`config.mk`:
```
export PLATFORM = sky130hd
export DESIGN_NAME = serial_port
export DESIGN_NICKNAME = d
export VERILOG_FILES = /design/src/rtl/serial_pkg.sv /design/src/rtl/serial_baud_gen.sv /design/src/rtl/serial_tx.sv /design/src/rtl/serial_rx.sv /design/src/rtl/serial_port.sv
export SDC_FILE = /design/constraint.sdc
export NUM_CORES = 1
export LEC_CHECK = 0
export BUFFER_PORTS_ARGS = -buffer_cell sky130_fd_sc_hd__buf_2
export CAP_MARGIN = 20
export CORE_MARGIN = 10
export CORE_UTILIZATION = 50
export CTS_CLUSTER_DIAMETER = 120
export CTS_CLUSTER_SIZE = 16
export DETAILED_ROUTE_END_ITERATION = 8
export GPL_TIMING_DRIVEN = 0
export PLACE_DENSITY = 0.7
export SLEW_MARGIN = 40
export SYNTH_ARGS = -nofsm -noshare
export SYNTH_HDL_FRONTEND = slang
export SYNTH_SLANG_ARGS = --single-unit
export TNS_END_PERCENT = 5
```
`constraint.sdc`:
```
create_clock -name clk_i -period 2.5 [get_ports clk_i]
set_input_delay 0.25 -clock clk_i [delete_from_list [all_inputs] [get_ports clk_i]]
set_output_delay 0.25 -clock clk_i [all_outputs]
set_load 0.005 [all_outputs]
```
`src/rtl/serial_pkg.sv`:
```
package serial_pkg;
  localparam int unsigned ADDR_W = 3;
  localparam int unsigned DW     = 8;

  localparam logic [ADDR_W-1:0] A_MODE = 3'd0;
  localparam logic [ADDR_W-1:0] A_BRR  = 3'd1;
  localparam logic [ADDR_W-1:0] A_CTRL = 3'd2;
  localparam logic [ADDR_W-1:0] A_TDR  = 3'd3;
  localparam logic [ADDR_W-1:0] A_STAT = 3'd4;
  localparam logic [ADDR_W-1:0] A_RDR  = 3'd5;

  // status bit positions (software clear values depend on these)
  localparam int unsigned B_TDRE = 7;
  localparam int unsigned B_RDRF = 6;
  localparam int unsigned B_ORER = 5;
  localparam int unsigned B_FER  = 4;
  localparam int unsigned B_PER  = 3;
  localparam int unsigned B_TEND = 2;
  localparam int unsigned B_LOW  = B_PER;

  // control bits as stored (wdata[7:4])
  localparam int unsigned C_TIE = 3;
  localparam int unsigned C_RIE = 2;
  localparam int unsigned C_TE  = 1;
  localparam int unsigned C_RE  = 0;

  typedef enum logic [2:0] {
    ST_IDLE, ST_WAIT, ST_START, ST_DATA, ST_PAR, ST_STOP
  } ser_state_e;
endpackage

```
`src/rtl/serial_baud_gen.sv`:
```
module serial_baud_gen #(
  parameter int unsigned DIV_W = 8,
  parameter int unsigned PRE_W = 6
) (
  input  logic             clk_i,
  input  logic             rst_ni,
  input  logic [1:0]       presc_i,
  input  logic [DIV_W-1:0] div_i,
  output logic             sub_tick_o
);
  logic [PRE_W-1:0] pre_cnt_q, pre_lim;
  logic [DIV_W-1:0] div_cnt_q;
  logic             pre_tick;

  always_comb begin
    unique case (presc_i)
      2'd0:    pre_lim = PRE_W'(0);
      2'd1:    pre_lim = PRE_W'(3);
      2'd2:    pre_lim = PRE_W'(15);
      default: pre_lim = PRE_W'(63);
    endcase
  end

  // >= keeps the counters bounded when settings shrink on the fly
  assign pre_tick   = (pre_cnt_q >= pre_lim);
  assign sub_tick_o = pre_tick && (div_cnt_q >= div_i);

  always_ff @(posedge clk_i or negedge rst_ni) begin
    if (!rst_ni) begin
      pre_cnt_q <= '0;
      div_cnt_q <= '0;
    end else begin
      pre_cnt_q <= pre_tick ? '0 : pre_cnt_q + 1'b1;
      if (pre_tick) div_cnt_q <= (div_cnt_q >= div_i) ? '0 : div_cnt_q + 1'b1;
    end
  end
endmodule

```
`src/rtl/serial_tx.sv`:
```
module serial_tx import serial_pkg::*; #(
  parameter int unsigned SUBS = 32
) (
  input  logic          clk_i,
  input  logic          rst_ni,
  input  logic          en_i,
  input  logic          sub_tick_i,
  input  logic          load_i,
  input  logic [DW-1:0] data_i,
  input  logic          par_en_i,
  input  logic          par_odd_i,
  output logic          txd_o,
  output logic          busy_o,
  output logic          done_o
);
  localparam int unsigned CNT_W = $clog2(SUBS);
  localparam int unsigned IDX_W = $clog2(DW);

  ser_state_e       state_q;
  logic [CNT_W-1:0] cnt_q;
  logic [IDX_W-1:0] idx_q;
  logic [DW-1:0]    sh_q;
  logic             par_q, pen_q, done_q;
  logic             bit_end;

  assign bit_end = sub_tick_i && (cnt_q == CNT_W'(SUBS-1));
  assign busy_o  = (state_q != ST_IDLE);
  assign done_o  = done_q;

  always_comb begin
    unique case (state_q)
      ST_START: txd_o = 1'b0;
      ST_DATA:  txd_o = sh_q[0];
      ST_PAR:   txd_o = par_q;
      default:  txd_o = 1'b1;
    endcase
  end

  always_ff @(posedge clk_i or negedge rst_ni) begin
    if (!rst_ni) begin
      state_q <= ST_IDLE;
      cnt_q   <= '0;
      idx_q   <= '0;
      sh_q    <= '0;
      par_q   <= 1'b0;
      pen_q   <= 1'b0;
      done_q  <= 1'b0;
    end else begin
      done_q <= 1'b0;
      if (!en_i) begin
        state_q <= ST_IDLE;
      end else begin
        if (sub_tick_i && state_q != ST_IDLE && state_q != ST_WAIT)
          cnt_q <= bit_end ? '0 : cnt_q + 1'b1;
        unique case (state_q)
          ST_IDLE: if (load_i) begin
            sh_q    <= data_i;
            par_q   <= (^data_i) ^ par_odd_i;
            pen_q   <= par_en_i;
            state_q <= ST_WAIT;
          end
          // align the start bit to a sub-tick so every bit is full length
          ST_WAIT: if (sub_tick_i) begin
            cnt_q   <= '0;
            state_q <= ST_START;
          end
          ST_START: if (bit_end) begin
            idx_q   <= '0;
            state_q <= ST_DATA;
          end
          ST_DATA: if (bit_end) begin
            sh_q  <= sh_q >> 1;
            idx_q <= idx_q + 1'b1;
            if (idx_q == IDX_W'(DW-1)) state_q <= pen_q ? ST_PAR : ST_STOP;
          end
          ST_PAR: if (bit_end) state_q <= ST_STOP;
          ST_STOP: if (bit_end) begin
            state_q <= ST_IDLE;
            done_q  <= 1'b1;
          end
          default: state_q <= ST_IDLE;
        endcase
      end
    end
  end
endmodule

```
`src/rtl/serial_rx.sv`:
```
module serial_rx import serial_pkg::*; #(
  parameter int unsigned SUBS = 32,
  parameter int unsigned SYNC = 2
) (
  input  logic          clk_i,
  input  logic          rst_ni,
  input  logic          en_i,
  input  logic          sub_tick_i,
  input  logic          rxd_i,
  input  logic          par_en_i,
  input  logic          par_odd_i,
  output logic          done_o,
  output logic [DW-1:0] data_o,
  output logic          fer_o,
  output logic          per_o
);
  localparam int unsigned CNT_W = $clog2(SUBS);
  localparam int unsigned IDX_W = $clog2(DW);
  localparam int unsigned HALF  = SUBS / 2;

  logic [SYNC-1:0]  sync_q;
  logic             line, prev_q;
  ser_state_e       state_q;
  logic [CNT_W-1:0] cnt_q;
  logic [IDX_W-1:0] idx_q;
  logic [DW-1:0]    sh_q, data_q;
  logic             par_q, done_q, fer_q, per_q;
  logic             bit_end;

  assign line    = sync_q[SYNC-1];
  assign bit_end = sub_tick_i && (cnt_q == CNT_W'(SUBS-1));
  assign done_o  = done_q;
  assign data_o  = data_q;
  assign fer_o   = fer_q;
  assign per_o   = per_q;

  always_ff @(posedge clk_i or negedge rst_ni) begin
    if (!rst_ni) begin
      sync_q <= '1;
      prev_q <= 1'b1;
    end else begin
      sync_q <= {sync_q[SYNC-2:0], rxd_i};
      prev_q <= line;
    end
  end

  always_ff @(posedge clk_i or negedge rst_ni) begin
    if (!rst_ni) begin
      state_q <= ST_IDLE;
      cnt_q   <= '0;
      idx_q   <= '0;
      sh_q    <= '0;
      par_q   <= 1'b0;
      done_q  <= 1'b0;
      data_q  <= '0;
      fer_q   <= 1'b0;
      per_q   <= 1'b0;
    end else begin
      done_q <= 1'b0;
      if (!en_i) begin
        state_q <= ST_IDLE;
      end else begin
        unique case (state_q)
          ST_IDLE: if (prev_q && !line) begin
            cnt_q   <= '0;
            state_q <= ST_START;
          end
          ST_START: if (sub_tick_i) begin
            if (cnt_q == CNT_W'(HALF-1)) begin
              cnt_q   <= '0;
              idx_q   <= '0;
              state_q <= line ? ST_IDLE : ST_DATA;  // false start check
            end else cnt_q <= cnt_q + 1'b1;
          end
          ST_DATA: if (sub_tick_i) begin
            cnt_q <= bit_end ? '0 : cnt_q + 1'b1;
            if (bit_end) begin
              sh_q  <= {line, sh_q[DW-1:1]};
              idx_q <= idx_q + 1'b1;
              if (idx_q == IDX_W'(DW-1)) state_q <= par_en_i ? ST_PAR : ST_STOP;
            end
          end
          ST_PAR: if (sub_tick_i) begin
            cnt_q <= bit_end ? '0 : cnt_q + 1'b1;
            if (bit_end) begin
              par_q   <= line;
              state_q <= ST_STOP;
            end
          end
          ST_STOP: if (sub_tick_i) begin
            cnt_q <= bit_end ? '0 : cnt_q + 1'b1;
            if (bit_end) begin
              state_q <= ST_IDLE;
              done_q  <= 1'b1;
              data_q  <= sh_q;
              fer_q   <= !line;
              per_q   <= par_en_i && (par_q ^ (^sh_q) ^ par_odd_i);
            end
          end
          default: state_q <= ST_IDLE;
        endcase
      end
    end
  end
endmodule

```
`src/rtl/serial_port.sv`:
```
module serial_port import serial_pkg::*; #(
  parameter int unsigned DIV_W        = 8,
  parameter int unsigned SUBS_PER_BIT = 32,
  parameter int unsigned SYNC_STAGES  = 2
) (
  input  logic              clk_i,
  input  logic              rst_ni,
  input  logic [ADDR_W-1:0] addr_i,
  input  logic              wr_i,
  input  logic              rd_i,
  input  logic [DW-1:0]     wdata_i,
  output logic [DW-1:0]     rdata_o,
  input  logic              rxd_i,
  output logic              txd_o,
  output logic              eri_o,
  output logic              rxi_o,
  output logic              txi_o
);
  localparam int unsigned PRE_W = 6;

  logic [1:0]       presc_q;
  logic             par_en_q, par_odd_q;
  logic [DIV_W-1:0] brr_q;
  logic [3:0]       ctrl_q;
  logic [DW-1:0]    tdr_q, rdr_q;
  logic             tend_q;

  logic             sub_tick;
  logic             tx_load, tx_busy, tx_done;
  logic             rx_en, rx_done, rx_fer, rx_per;
  logic [DW-1:0]    rx_data;

  logic [DW-1:B_LOW] set_vec, clr_vec, flags, seen;
  logic             wr_stat, rd_stat;
  logic             tdre_q, rdrf_q, orer_q, fer_q, per_q, rie;

  assign wr_stat = wr_i && (addr_i == A_STAT);
  assign rd_stat = rd_i && (addr_i == A_STAT);
  assign tdre_q  = flags[B_TDRE];
  assign rdrf_q  = flags[B_RDRF];
  assign orer_q  = flags[B_ORER];
  assign fer_q   = flags[B_FER];
  assign per_q   = flags[B_PER];
  assign rie     = ctrl_q[C_RIE];

  serial_baud_gen #(.DIV_W(DIV_W), .PRE_W(PRE_W)) u_baud (
    .clk_i, .rst_ni,
    .presc_i    (presc_q),
    .div_i      (brr_q),
    .sub_tick_o (sub_tick)
  );

  assign tx_load = ctrl_q[C_TE] && !tdre_q && !tx_busy;

  serial_tx #(.SUBS(SUBS_PER_BIT)) u_tx (
    .clk_i, .rst_ni,
    .en_i       (ctrl_q[C_TE]),
    .sub_tick_i (sub_tick),
    .load_i     (tx_load),
    .data_i     (tdr_q),
    .par_en_i   (par_en_q),
    .par_odd_i  (par_odd_q),
    .txd_o      (txd_o),
    .busy_o     (tx_busy),
    .done_o     (tx_done)
  );

  assign rx_en = ctrl_q[C_RE] && !orer_q;  // overrun holds reception

  serial_rx #(.SUBS(SUBS_PER_BIT), .SYNC(SYNC_STAGES)) u_rx (
    .clk_i, .rst_ni,
    .en_i       (rx_en),
    .sub_tick_i (sub_tick),
    .rxd_i      (rxd_i),
    .par_en_i   (par_en_q),
    .par_odd_i  (par_odd_q),
    .done_o     (rx_done),
    .data_o     (rx_data),
    .fer_o      (rx_fer),
    .per_o      (rx_per)
  );

  always_comb begin
    set_vec         = '0;
    set_vec[B_TDRE] = tx_load;
    set_vec[B_RDRF] = rx_done && !rdrf_q;
    set_vec[B_ORER] = rx_done && rdrf_q;
    set_vec[B_FER]  = rx_done && !rdrf_q && rx_fer;
    set_vec[B_PER]  = rx_done && !rdrf_q && rx_per;
  end

  // one flag cell per status bit: set wins, clear needs a prior read of 1
  for (genvar i = B_LOW; i < DW; i++) begin : g_flag
    logic f_q, s_q;
    assign clr_vec[i] = wr_stat && !wdata_i[i] && s_q;
    assign flags[i]   = f_q;
    assign seen[i]    = s_q;
    always_ff @(posedge clk_i or negedge rst_ni) begin
      if (!rst_ni) begin
        f_q <= (i == B_TDRE);
        s_q <= 1'b0;
      end else if (set_vec[i]) begin
        f_q <= 1'b1;
        if (!f_q) s_q <= 1'b0;
      end else if (clr_vec[i]) begin
        f_q <= 1'b0;
        s_q <= 1'b0;
      end else if (rd_stat && f_q) begin
        s_q <= 1'b1;
      end
    end
  end

  always_ff @(posedge clk_i or negedge rst_ni) begin
    if (!rst_ni) begin
      tend_q <= 1'b1;
    end else if (clr_vec[B_TDRE]) begin
      tend_q <= 1'b0;
    end else if (tx_done && tdre_q) begin
      tend_q <= 1'b1;
    end
  end

  always_ff @(posedge clk_i or negedge rst_ni) begin
    if (!rst_ni) begin
      presc_q   <= '0;
      par_en_q  <= 1'b0;
      par_odd_q <= 1'b0;
      brr_q     <= '1;
      ctrl_q    <= '0;
      tdr_q     <= '1;
      rdr_q     <= '0;
    end else begin
      if (wr_i) begin
        unique case (addr_i)
          A_MODE: begin
            presc_q   <= wdata_i[1:0];
            par_en_q  <= wdata_i[5];
            par_odd_q <= wdata_i[4];
          end
          A_BRR:   brr_q  <= wdata_i;
          A_CTRL:  ctrl_q <= wdata_i[7:4];
          A_TDR:   tdr_q  <= wdata_i;
          default: ;
        endcase
      end
      if (set_vec[B_RDRF]) rdr_q <= rx_data;
    end
  end

  always_comb begin
    unique case (addr_i)
      A_MODE:  rdata_o = {2'b00, par_en_q, par_odd_q, 2'b00, presc_q};
      A_BRR:   rdata_o = brr_q;
      A_CTRL:  rdata_o = {ctrl_q, 4'b0000};
      A_TDR:   rdata_o = tdr_q;
      A_STAT:  rdata_o = {flags, tend_q, 2'b00};
      A_RDR:   rdata_o = rdr_q;
      default: rdata_o = '0;
    endcase
  end

  assign txi_o = ctrl_q[C_TIE] && tdre_q;
  assign rxi_o = rie && rdrf_q;
  assign eri_o = rie && (orer_q || fer_q || per_q);
endmodule

```
==> impl_metrics.csv, run 1 <==
group,metric,value,unit
yosys,synth_edf_count,0,
critical_path,cp_cell_sequence,"inv_1 > ha_4 > a211o_1 > a31oi_4 > o21ai_4 > buf_6 > nand3_4 > o31a_1 > buf_6 > mux2_4",
critical_path,cp_num_buf_inv,3,
timing,setup_slack,0.0124,ns
power,vdd_drop_max,0.000893,V
route,wire_per_inst,17.1,um
clock_tree,cts_tree,"yes",
yosys,synthTopCellsByCount,"dfrtp_1 (92), nand2_1 (62), mux2_2 (46)",
critical_path,slowest_stage,"dfstp_2",
route,avgViaCountPerCell,5.71,
global_routing,grt_pass1_wl,22300,um
die,core.rowCount,39,
timing,min_period,2.49,ns
layout,final_core_util,61.6,%
timing,hold_viol_final,0,
clock_tree,clk_latency,0.42,ns
critical_path,crit_path_max_incr_delay,0.53,ns
critical_path,end_kind,"flop",
critical_path,cp.arrival,2.78,ns
layout,diodes,0,
critical_path,crit_fanout,8,
critical_path,ff2ff_setup_slack,0.01,ns
timing,setup_viol,0,
clock_tree,cts_root_buf,"clkbuf_16",
global_routing,grt_max_degree,65,
placement,post-place-ws,-0.195,ns
layout,drive_gt1_share,27.4,%
global_routing,busiest_layer,"met2",
critical_path,crit_path_start_kind,"flop",
die,die_x,129,um
layout,area_delta_synth_final,19.5,%
global_routing,grt_pass1_vias,4515,
yosys,ys_async_sr_fraction,100,%
layout,nFillCells,899,
global_routing,met2_usage,27.0,%
clock_tree,cts_buffers,17,
critical_path,path_delay_family,"compound AO/OA/AOI/OAI gates",
yosys,syn_avg_cell_area,10.6,um2
power,power_density,968,nW/um2
timing,finalClockSkew,0.00785,ns
yosys,yosysWarnings,0,
global_routing,grt_overflow,0,
timing,slew_headroom,52.0,%
yosys,syn-cell-area,5960,um2
critical_path,cp_common_cell,"buf_6",
yosys,synth_seq_area_share,47.9,%
critical_path,worstPathRequired,2.80,ns
yosys,synth_top_area_share,38.6,%
timing,drv_slew,0,
power,power,0.00690,W
clock_tree,cts.sinks,113,
clock_tree,clk_pin_slew_worst_paths,0.06,ns
route,vias,4394,
yosys,syn_inst,560,
clock_tree,ctsLongestPathBuffers,2,
clock_tree,htree_num_levels,4,
yosys,netlist.top_cell.by_area,"dfrtp_1",
layout,nNetsFinal,654,
timing,rsz0062_at_grt,"yes",
layout,final_cells,770,
yosys,ys_types,61,
yosys,ys_ff_latch,113,
global_routing,antenna_found_initial,0,
route,ant_nets,0,
placement,place_hpwl,9390,um
global_routing,grtUsageTotal,16.8,%
yosys,ys.flop_type,"dfrtp_1",
die,start_util,51.5,%
yosys,post-synth-top-count-cell,"dfrtp_1",
yosys,synth_nets,600,
placement,gp_congestion,0.900,
timing,tightest_slew,0.718,ns
die,die_area,16700,um2
route,wirelength,13200,um
die,die_h,129,um
run_status,outcome,"finished clean",
min_path,hp-class,"primary input to flop",
yosys,synthTopCellsByArea,"dfrtp_1 (39%), dfstp_2 (9.3%), mux2_2 (8.7%)",
run,maxCapViolCount,0,
placement,port_buffers,26,
route,first_pass_iters,6,
route,drc,0,
global_routing,met1_usage,21.0,%
placement,dp.cells,730,
critical_path,crit_type,"flop to flop",
die,ios,28,
timing,period_share,99.5,%
global_routing,grt_util_met3,5.87,%
timing,max_freq,0.402,GHz
power,power.leakage,3.21,nW
die,core-area,11600,um2
route,drt-initial-drc-count,279,
## sequential cells by signal, indices dropped and copies added, names as in the netlist, 5 cells and up, named ones only
name / cells
u_rx.data_o: 8
g_flag.s_q: 5
u_rx.cnt_q: 5
u_tx.sh_q: 8
brr_q: 8
u_baud.pre_cnt_q: 6
u_baud.div_cnt_q: 8
rdr_q: 8
tdr_q: 8
u_rx.sh_q: 8
## logic make-up (layout without fill, tap and decap cells)
| kind of cell | after synthesis | in the layout | share of synthesized area (%) |
|---|---|---|---|
| AND/OR/NAND/NOR | 169 | 169 | 13.8 |
| flip-flops | 113 | 113 | 47.9 |
| AO/OA/AOI/OAI | 109 | 109 | 12.3 |
| multiplexers | 72 | 72 | 13.8 |
| buffers and inverters | 48 | 115 | 3.53 |
| XOR/XNOR | 25 | 25 | 3.67 |
| adder cells (fa/ha/maj) | 24 | 24 | 5.04 |
## layout by cell type, fill, tap and decap left out, types with 5 or more instances in the layout
| cell type | n |
|---|---|
| a21oi_1 | 15 |
| a22o_1 | 6 |
| and3_1 | 6 |
| buf_2 | 28 |
| buf_4 | 6 |
| buf_6 | 5 |
| clkbuf_1 | 12 |
| clkbuf_16 | 17 |
| clkinvlp_4 | 6 |
| dfrtp_1 | 92 |
| dfstp_2 | 21 |
| ha_1 | 20 |
| inv_1 | 27 |
| mux2_1 | 6 |
| mux2_2 | 46 |
| mux2_4 | 7 |
| mux2i_1 | 13 |
| nand2_1 | 61 |
| nand2b_1 | 11 |
| nand3_1 | 9 |
| nor2_1 | 37 |
| nor2b_1 | 7 |
| nor3_1 | 8 |
| nor3b_1 | 5 |
| o21ai_0 | 41 |
| o31ai_1 | 5 |
| xnor2_1 | 20 |
| xor2_1 | 5 |
## routing by layer
metal / wire length, um / vias up
li1: - / 2095
met1: 5790 / 2172
met2: 6400 / 108
met3: 799 / 19
met4: 171 / 0
met5: 0 / -
## cell type report
| class | instances | area (um2) | area share (%) |
|---|---|---|---|
| plain buffers | 19 | 120 | 1.69 |
| clock buffers | 20 | 447 | 6.27 |
| clock inverters | 12 | 136 | 1.91 |
| inverters | 29 | 109 | 1.53 |
| multi-input cells | 399 | 3040 | 42.7 |
| flip-flops and latches | 113 | 2850 | 40.1 |
| well taps | 143 | 179 | 2.51 |
| repair buffers | 35 | 236 | 3.32 |
## final timing paths
path / startpoint / depth (start not counted) / endpoint
worst max register to register: brr_q[2] / 10 / u_tx.sh_q[3]
worst min register to register: u_rx.sync_q[0] / 0 / u_rx.sync_q[1]
max in group asynchronous: rst_ni / 3 / u_rx.prev_q
worst max-delay path: brr_q[2] / 10 / u_tx.sh_q[3]
worst min-delay path: wdata_i[3] / 3 / brr_q[3]
min in group asynchronous: rst_ni / 2 / u_tx.sh_q[5]
## power by group
part | internal (W) | total (W) | switching, W
Clock | 0.00149 | 0.00235 | 0.000860
Combinational | 0.000940 | 0.00199 | 0.00105
Sequential | 0.00221 | 0.00255 | 0.000341
Total | 0.00464 | 0.00690 | 0.00225
## tightest hold or removal path, stage by stage
cell and delay (ns):
buf_2 0.13, nand2_1 0.05, o21ai_0 0.07
## what timing repair did
action                                 in CTS  in global routing
setup buffers                               5                  1
resized for setup                          19                 11
hold buffers                                2                  0
setup endpoints to repair                  28                 35
endpoints found under the hold margin      42                  0
pin swaps                                   6                  5
## metrics by stage
| stage | area (um2) | hold WS [ns] | setup TNS [ns] |
|---|---|---|---|
| after floorplan | 5960 | -0.0456 | 0 |
| after global placement | 6270 | 0.347 | -8.60 |
| after detailed placement | 6310 | 0.186 | -2.04 |
| after CTS | 7050 | 0.0687 | -0.0519 |
| after global routing | 7120 | 0.0914 | -1.04 |
| final | 7120 | 0.0966 | 0 |
Power figures use the tool's default switching activity.
==> run 2, diff against run 1 <==
--- a/config.mk
+++ b/config.mk
@@ -14,6 +14,7 @@
 export DETAILED_ROUTE_END_ITERATION = 8
 export GPL_TIMING_DRIVEN = 0
 export PLACE_DENSITY = 0.7
+export SETUP_SLACK_MARGIN = 0.5
 export SLEW_MARGIN = 40
 export SYNTH_ARGS = -nofsm -noshare
 export SYNTH_HDL_FRONTEND = slang
==> impl_metrics.csv, run 2 (synthesis results as in run 1) <==
group,metric,value,unit
die,start_util,51.5,%
route,drt-initial-drc-count,309,
global_routing,antenna_found_initial,0,
clock_tree,clk_latency,0.41,ns
layout,nFillCells,905,
placement,dpl_cell_area,6370,um2
power,vdd_drop_max,0.000823,V
clock_tree,cts_buffers,17,
global_routing,grtUsageTotal,16.8,%
die,core-area,11600,um2
layout,diodes,0,
global_routing,grt_max_degree,62,
clock_tree,cts.sinks,113,
placement,gp_congestion,0.880,
timing,setup_slack,0.0832,ns
clock_tree,htree_num_levels,4,
min_path,whs_path_depth,3,
die,core.rowCount,39,
die,die_h,129,um
global_routing,grt_pass1_wl,22300,um
route,drc,0,
timing,min_period,2.42,ns
timing,hold_viol_final,0,
global_routing,grt_pass1_vias,4496,
placement,place_hpwl,9280,um
layout,final_core_util,62.6,%
layout,drive_gt1_share,30.4,%
placement,port_buffers,26,
run,maxCapViolCount,0,
clock_tree,ctsLongestPathBuffers,2,
global_routing,grt_overflow,0,
clock_tree,cts_root_buf,"clkbuf_16",
critical_path,worstPathRequired,2.79,ns
run_status,outcome,"finished clean",
power,power.leakage,3.25,nW
layout,final_common_cell,"dfrtp_1",
critical_path,end_kind,"flop",
layout,final_cell_area,7240,um2
critical_path,crit_path_max_incr_delay,0.53,ns
critical_path,cp-startpoint,"brr_q[6]",
global_routing,busiest_layer,"met2",
timing,finalClockSkew,0.00851,ns
critical_path,reg2reg_from,"brr_q[6]",
route,wire_per_inst,17.3,um
die,die_area,16700,um2
global_routing,grt_util_met3,4.36,%
timing,period_share,96.7,%
route,avgViaCountPerCell,5.67,
layout,multi_input_area,3120,um2
timing,drv_slew,0,
timing,slew_headroom,53.1,%
critical_path,cp_cell_sequence,"inv_2 > ha_4 > and2_4 > o2111ai_4 > o21ai_4 > nand3_4 > o31a_1 > buf_6 > mux2_4",
min_path,hp-class,"primary input to flop",
critical_path,rr_worst_depth,9,
placement,post-place-ws,-0.0328,ns
critical_path,timing.rr.end,"u_tx.sh_q[1]",
route,vias,4408,
critical_path,crit_type,"flop to flop",
timing,rsz0062_at_grt,"yes",
layout,final_cell_mix,"dfrtp_1 (92), nand2_1 (61), mux2_2 (46)",
clock_tree,cts_tree,"yes",
min_path,holdPathEnd,"brr_q[2]",
route,wirelength,13500,um
power,power,0.00703,W
clock_tree,clk_pin_slew_worst_paths,0.06,ns
layout,nNetsFinal,661,
layout,register_area,2850,um2
placement,dp.cells,730,
power,power_density,971,nW/um2
route,first_pass_iters,5,
critical_path,ff2ff_setup_slack,0.08,ns
timing,tightest_slew,0.698,ns
layout,final_cells,777,
global_routing,met1_usage,21.3,%
layout,area_delta_synth_final,21.5,%
critical_path,crit_path_start_kind,"flop",
timing,max_freq,0.414,GHz
min_path,hp-start,"wdata_i[2]",
route,ant_nets,0,
timing,setup_viol,0,
critical_path,crit_fanout,8,
die,die_x,129,um
critical_path,slowest_stage,"dfstp_2",
global_routing,met2_usage,27.3,%
die,ios,28,
critical_path,cp.arrival,2.71,ns
run 2: cell count changes in the layout (fill, tap and decap cells not counted), sizes merged:
| cell | before | now |
|---|---|---|
| buf | 42 | 49 |
| clkinv | 4 | 7 |
| bufinv | 2 | 1 |
| clkbuf | 30 | 29 |
| clkinvlp | 6 | 5 |
run 2: timing repair:
| action | CTS | global route |
|---|---|---|
| pin swaps | 8 | 10 |
| setup endpoints to repair | 59 | 66 |
| buffers inserted | 9 | 4 |
| endpoints found under the hold margin | 38 | 0 |
| hold buffers | 2 | 0 |
| gates resized for setup | 19 | 7 |
run 2: how the worst max path moves through the flow:
stage	slack, ns	cells after the start	endpoint
after floorplan	0.22	9	u_rx.sh_q[0]
after global placement	-0.1	1	u_rx.cnt_q[4]
after detailed placement	-0.03	10	u_rx.idx_q[0]
after CTS	0.03	10	u_tx.sh_q[1]
after global routing	-0.002	10	u_rx.sh_q[6]
final	0.08	9	u_tx.sh_q[1]
run 2: metrics by stage:
step	TNS [ns]	hold WS (ns)
6_report	0	0.0896
3_3_place_gp	-8.08	0.345
2_1_floorplan	0	-0.0456
3_5_place_dp	-0.175	0.194
4_1_cts	0	0.0795
5_1_grt	-0.00450	0.0835
run 2: per-layer routing:
layer,routed length (um),share of wire [%]
met5,0,0
met2,6590,49
met1,6010,45
met4,163,1.2
met3,715,5.3
run 2: power by group:
group,internal [W],total (W),switching [W]
combinational,0.00107,0.00221,0.00114
sequential,0.00221,0.00253,0.000323
clock,0.00141,0.00228,0.000869
run 2: worst max-delay path, delay by kind of cell, from the launching register on:
kind | cells | cell delay [ns]
compound gates | 3 | 0.71
flops | 1 | 0.53
simple gates | 2 | 0.30
mux | 1 | 0.30
fa+ha+maj | 1 | 0.25
buf+inv | 2 | 0.20
run 2: layout make-up:
cell class	instances	share of cell area [%]
buffer	19	1.61
tap	143	2.47
clock inverter	13	1.57
sequential	113	39.4
inverter	29	1.50
timing repair buffer	42	4.11
multi-input combinational	399	43.1
clock buffer	19	6.26
==> run 3, diff against run 2 <==
--- a/config.mk
+++ b/config.mk
@@ -7,6 +7,7 @@
 export LEC_CHECK = 0
 export BUFFER_PORTS_ARGS = -buffer_cell sky130_fd_sc_hd__buf_2
 export CAP_MARGIN = 20
+export CORE_ASPECT_RATIO = 1.5
 export CORE_MARGIN = 10
 export CORE_UTILIZATION = 50
 export CTS_CLUSTER_DIAMETER = 120
==> impl_metrics.csv, run 3 (synthesis results as in run 1) <==
group,metric,value,unit
critical_path,crit_type,"flop to flop",
clock_tree,cts.sinks,113,
placement,post-place-ws,-0.0313,ns
power,vdd_drop_max,0.000510,V
route,wire_per_inst,17.8,um
clock_tree,htree_num_levels,4,
placement,dp.cells,737,
clock_tree,cts_root_buf,"clkbuf_16",
clock_tree,ctsLongestPathBuffers,2,
run,maxCapViolCount,0,
route,vias,4512,
critical_path,cp_cell_sequence,"inv_2 > ha_4 > and2_4 > o2111ai_4 > o21ai_4 > nand3_4 > o31a_1 > buf_6 > mux2_4",
critical_path,rr_worst_depth,9,
critical_path,crit_fanout,8,
critical_path,crit_end,"u_tx.sh_q[2]",
min_path,hp-class,"primary input to flop",
power,power,0.00703,W
placement,place_hpwl,9730,um
timing,tightest_slew,0.715,ns
timing,drv_slew,0,
global_routing,met1_usage,18.9,%
die,start_util,51.4,%
global_routing,grt_max_degree,71,
die,ios,28,
critical_path,timing.rr.end,"u_tx.sh_q[2]",
route,first_pass_iters,5,
layout,area_delta_synth_final,24.9,%
timing,setup_slack,0.0499,ns
timing,period_share,98.0,%
die,die_area,16800,um2
critical_path,cp.arrival,2.74,ns
route,drc,0,
global_routing,met2_usage,30.3,%
critical_path,end_kind,"flop",
route,drt-initial-drc-count,202,
layout,diodes,0,
layout,drive_gt1_share,32.8,%
route,wirelength,14000,um
die,core.rowCount,48,
global_routing,grt_util_met3,3.64,%
placement,port_buffers,26,
global_routing,grt_pass1_wl,23100,um
timing,whs,0.105,ns
global_routing,grtUsageTotal,17.2,%
timing,finalClockSkew,0.00891,ns
clock_tree,cts_tree,"yes",
timing,rsz0062_at_grt,"yes",
timing,setup_viol,0,
critical_path,cp-startpoint,"brr_q[7]",
global_routing,antenna_found_initial,0,
clock_tree,cts_buffers,17,
placement,gp_congestion,0.905,
global_routing,grt_pass1_vias,4711,
critical_path,crit_path_start_kind,"flop",
layout,final_cells,787,
power,power_density,944,nW/um2
critical_path,worstPathRequired,2.79,ns
timing,slew_headroom,52.0,%
timing,min_period,2.45,ns
timing,hold_viol_final,0,
layout,nNetsFinal,664,
route,ant_nets,0,
layout,final_cell_mix,"dfrtp_1 (92), nand2_1 (59), o21ai_0 (37)",
die,die_x,109,um
timing,max_freq,0.408,GHz
die,core-area,11600,um2
global_routing,busiest_layer,"met2",
critical_path,slowest_stage,"dfstp_2",
global_routing,grt_overflow,0,
critical_path,crit_path_max_incr_delay,0.54,ns
route,avgViaCountPerCell,5.73,
critical_path,ff2ff_setup_slack,0.05,ns
die,die_h,154,um
run_status,outcome,"finished clean",
critical_path,reg2reg_from,"brr_q[7]",
layout,final_common_cell,"dfrtp_1",
clock_tree,clk_latency,0.42,ns
clock_tree,clk_pin_slew_worst_paths,0.05,ns
power,power.leakage,3.30,nW
run 3: cell types whose count changed in the layout (fill, tap and decap cells not counted), sizes merged:
cell	previous run	this run
buf	49	52
clkbuf	29	28
clkinv	7	2
clkinvlp	5	6
inv	29	34
run 3: final cells by class:
type / count / area, um2
inverter: 29 / 109
clock inverter: 14 / 133
clock buffer: 18 / 429
tap: 150 / 188
fill: 865 / 4150
buffer: 19 / 120
sequential: 113 / 2850
timing repair buffer: 45 / 350
multi-input combinational: 399 / 3260
run 3: layer usage:
metal	part of all wire [%]	routed length (um)
met5	0	0
met1	40	5570
met3	3.5	493
met2	54	7510
met4	3.1	428
run 3: worst min path at each step:
stage,cells after the start,from,end,slack (ns)
final,3,wdata_i[3],brr_q[3],0.10
after detailed placement,1,rst_ni,u_tx.done_o,0.16
after CTS,3,wdata_i[3],brr_q[3],0.09
after global placement,0,u_rx.sync_q[0],u_rx.sync_q[1],0.35
after global routing,3,wdata_i[3],brr_q[3],0.11
after floorplan,0,rst_ni,asynchronous set/reset pin,-0.05
run 3: critical path: cells and delay by family (launching register included):
| family | cells | cell delay [ns] |
|---|---|---|
| AO/OA/AOI/OAI | 3 | 0.71 |
| flip-flops | 1 | 0.54 |
| AND/OR/NAND/NOR | 2 | 0.32 |
| multiplexers | 1 | 0.30 |
| adder cells (fa/ha/maj) | 1 | 0.26 |
| buffers and inverters | 2 | 0.21 |
run 3: power breakdown:
part | switching (W) | total, W | internal [W]
clock network | 0.000908 | 0.00228 | 0.00138
logic | 0.00116 | 0.00220 | 0.00104
registers | 0.000329 | 0.00254 | 0.00221
run 3: per-stage QoR:
stage / area (um2) / setup TNS (ns) / util [%]
final: 7450 / 0 / 64.2
after global routing: 7450 / -0.0438 / 64.2
after CTS: 7200 / 0 / 62.1
after detailed placement: 6380 / -0.498 / 55.0
after global placement: 6340 / -10.40 / 54.7
after floorplan: 6020 / 0 / -
run 3: what timing repair did:
item	CTS	global route
gates cloned	1	0
buffers inserted	13	2
pin swaps	13	18
setup endpoints to repair	58	65
resized for setup	19	50
hold buffers	2	0
hold endpoints to repair	37	0
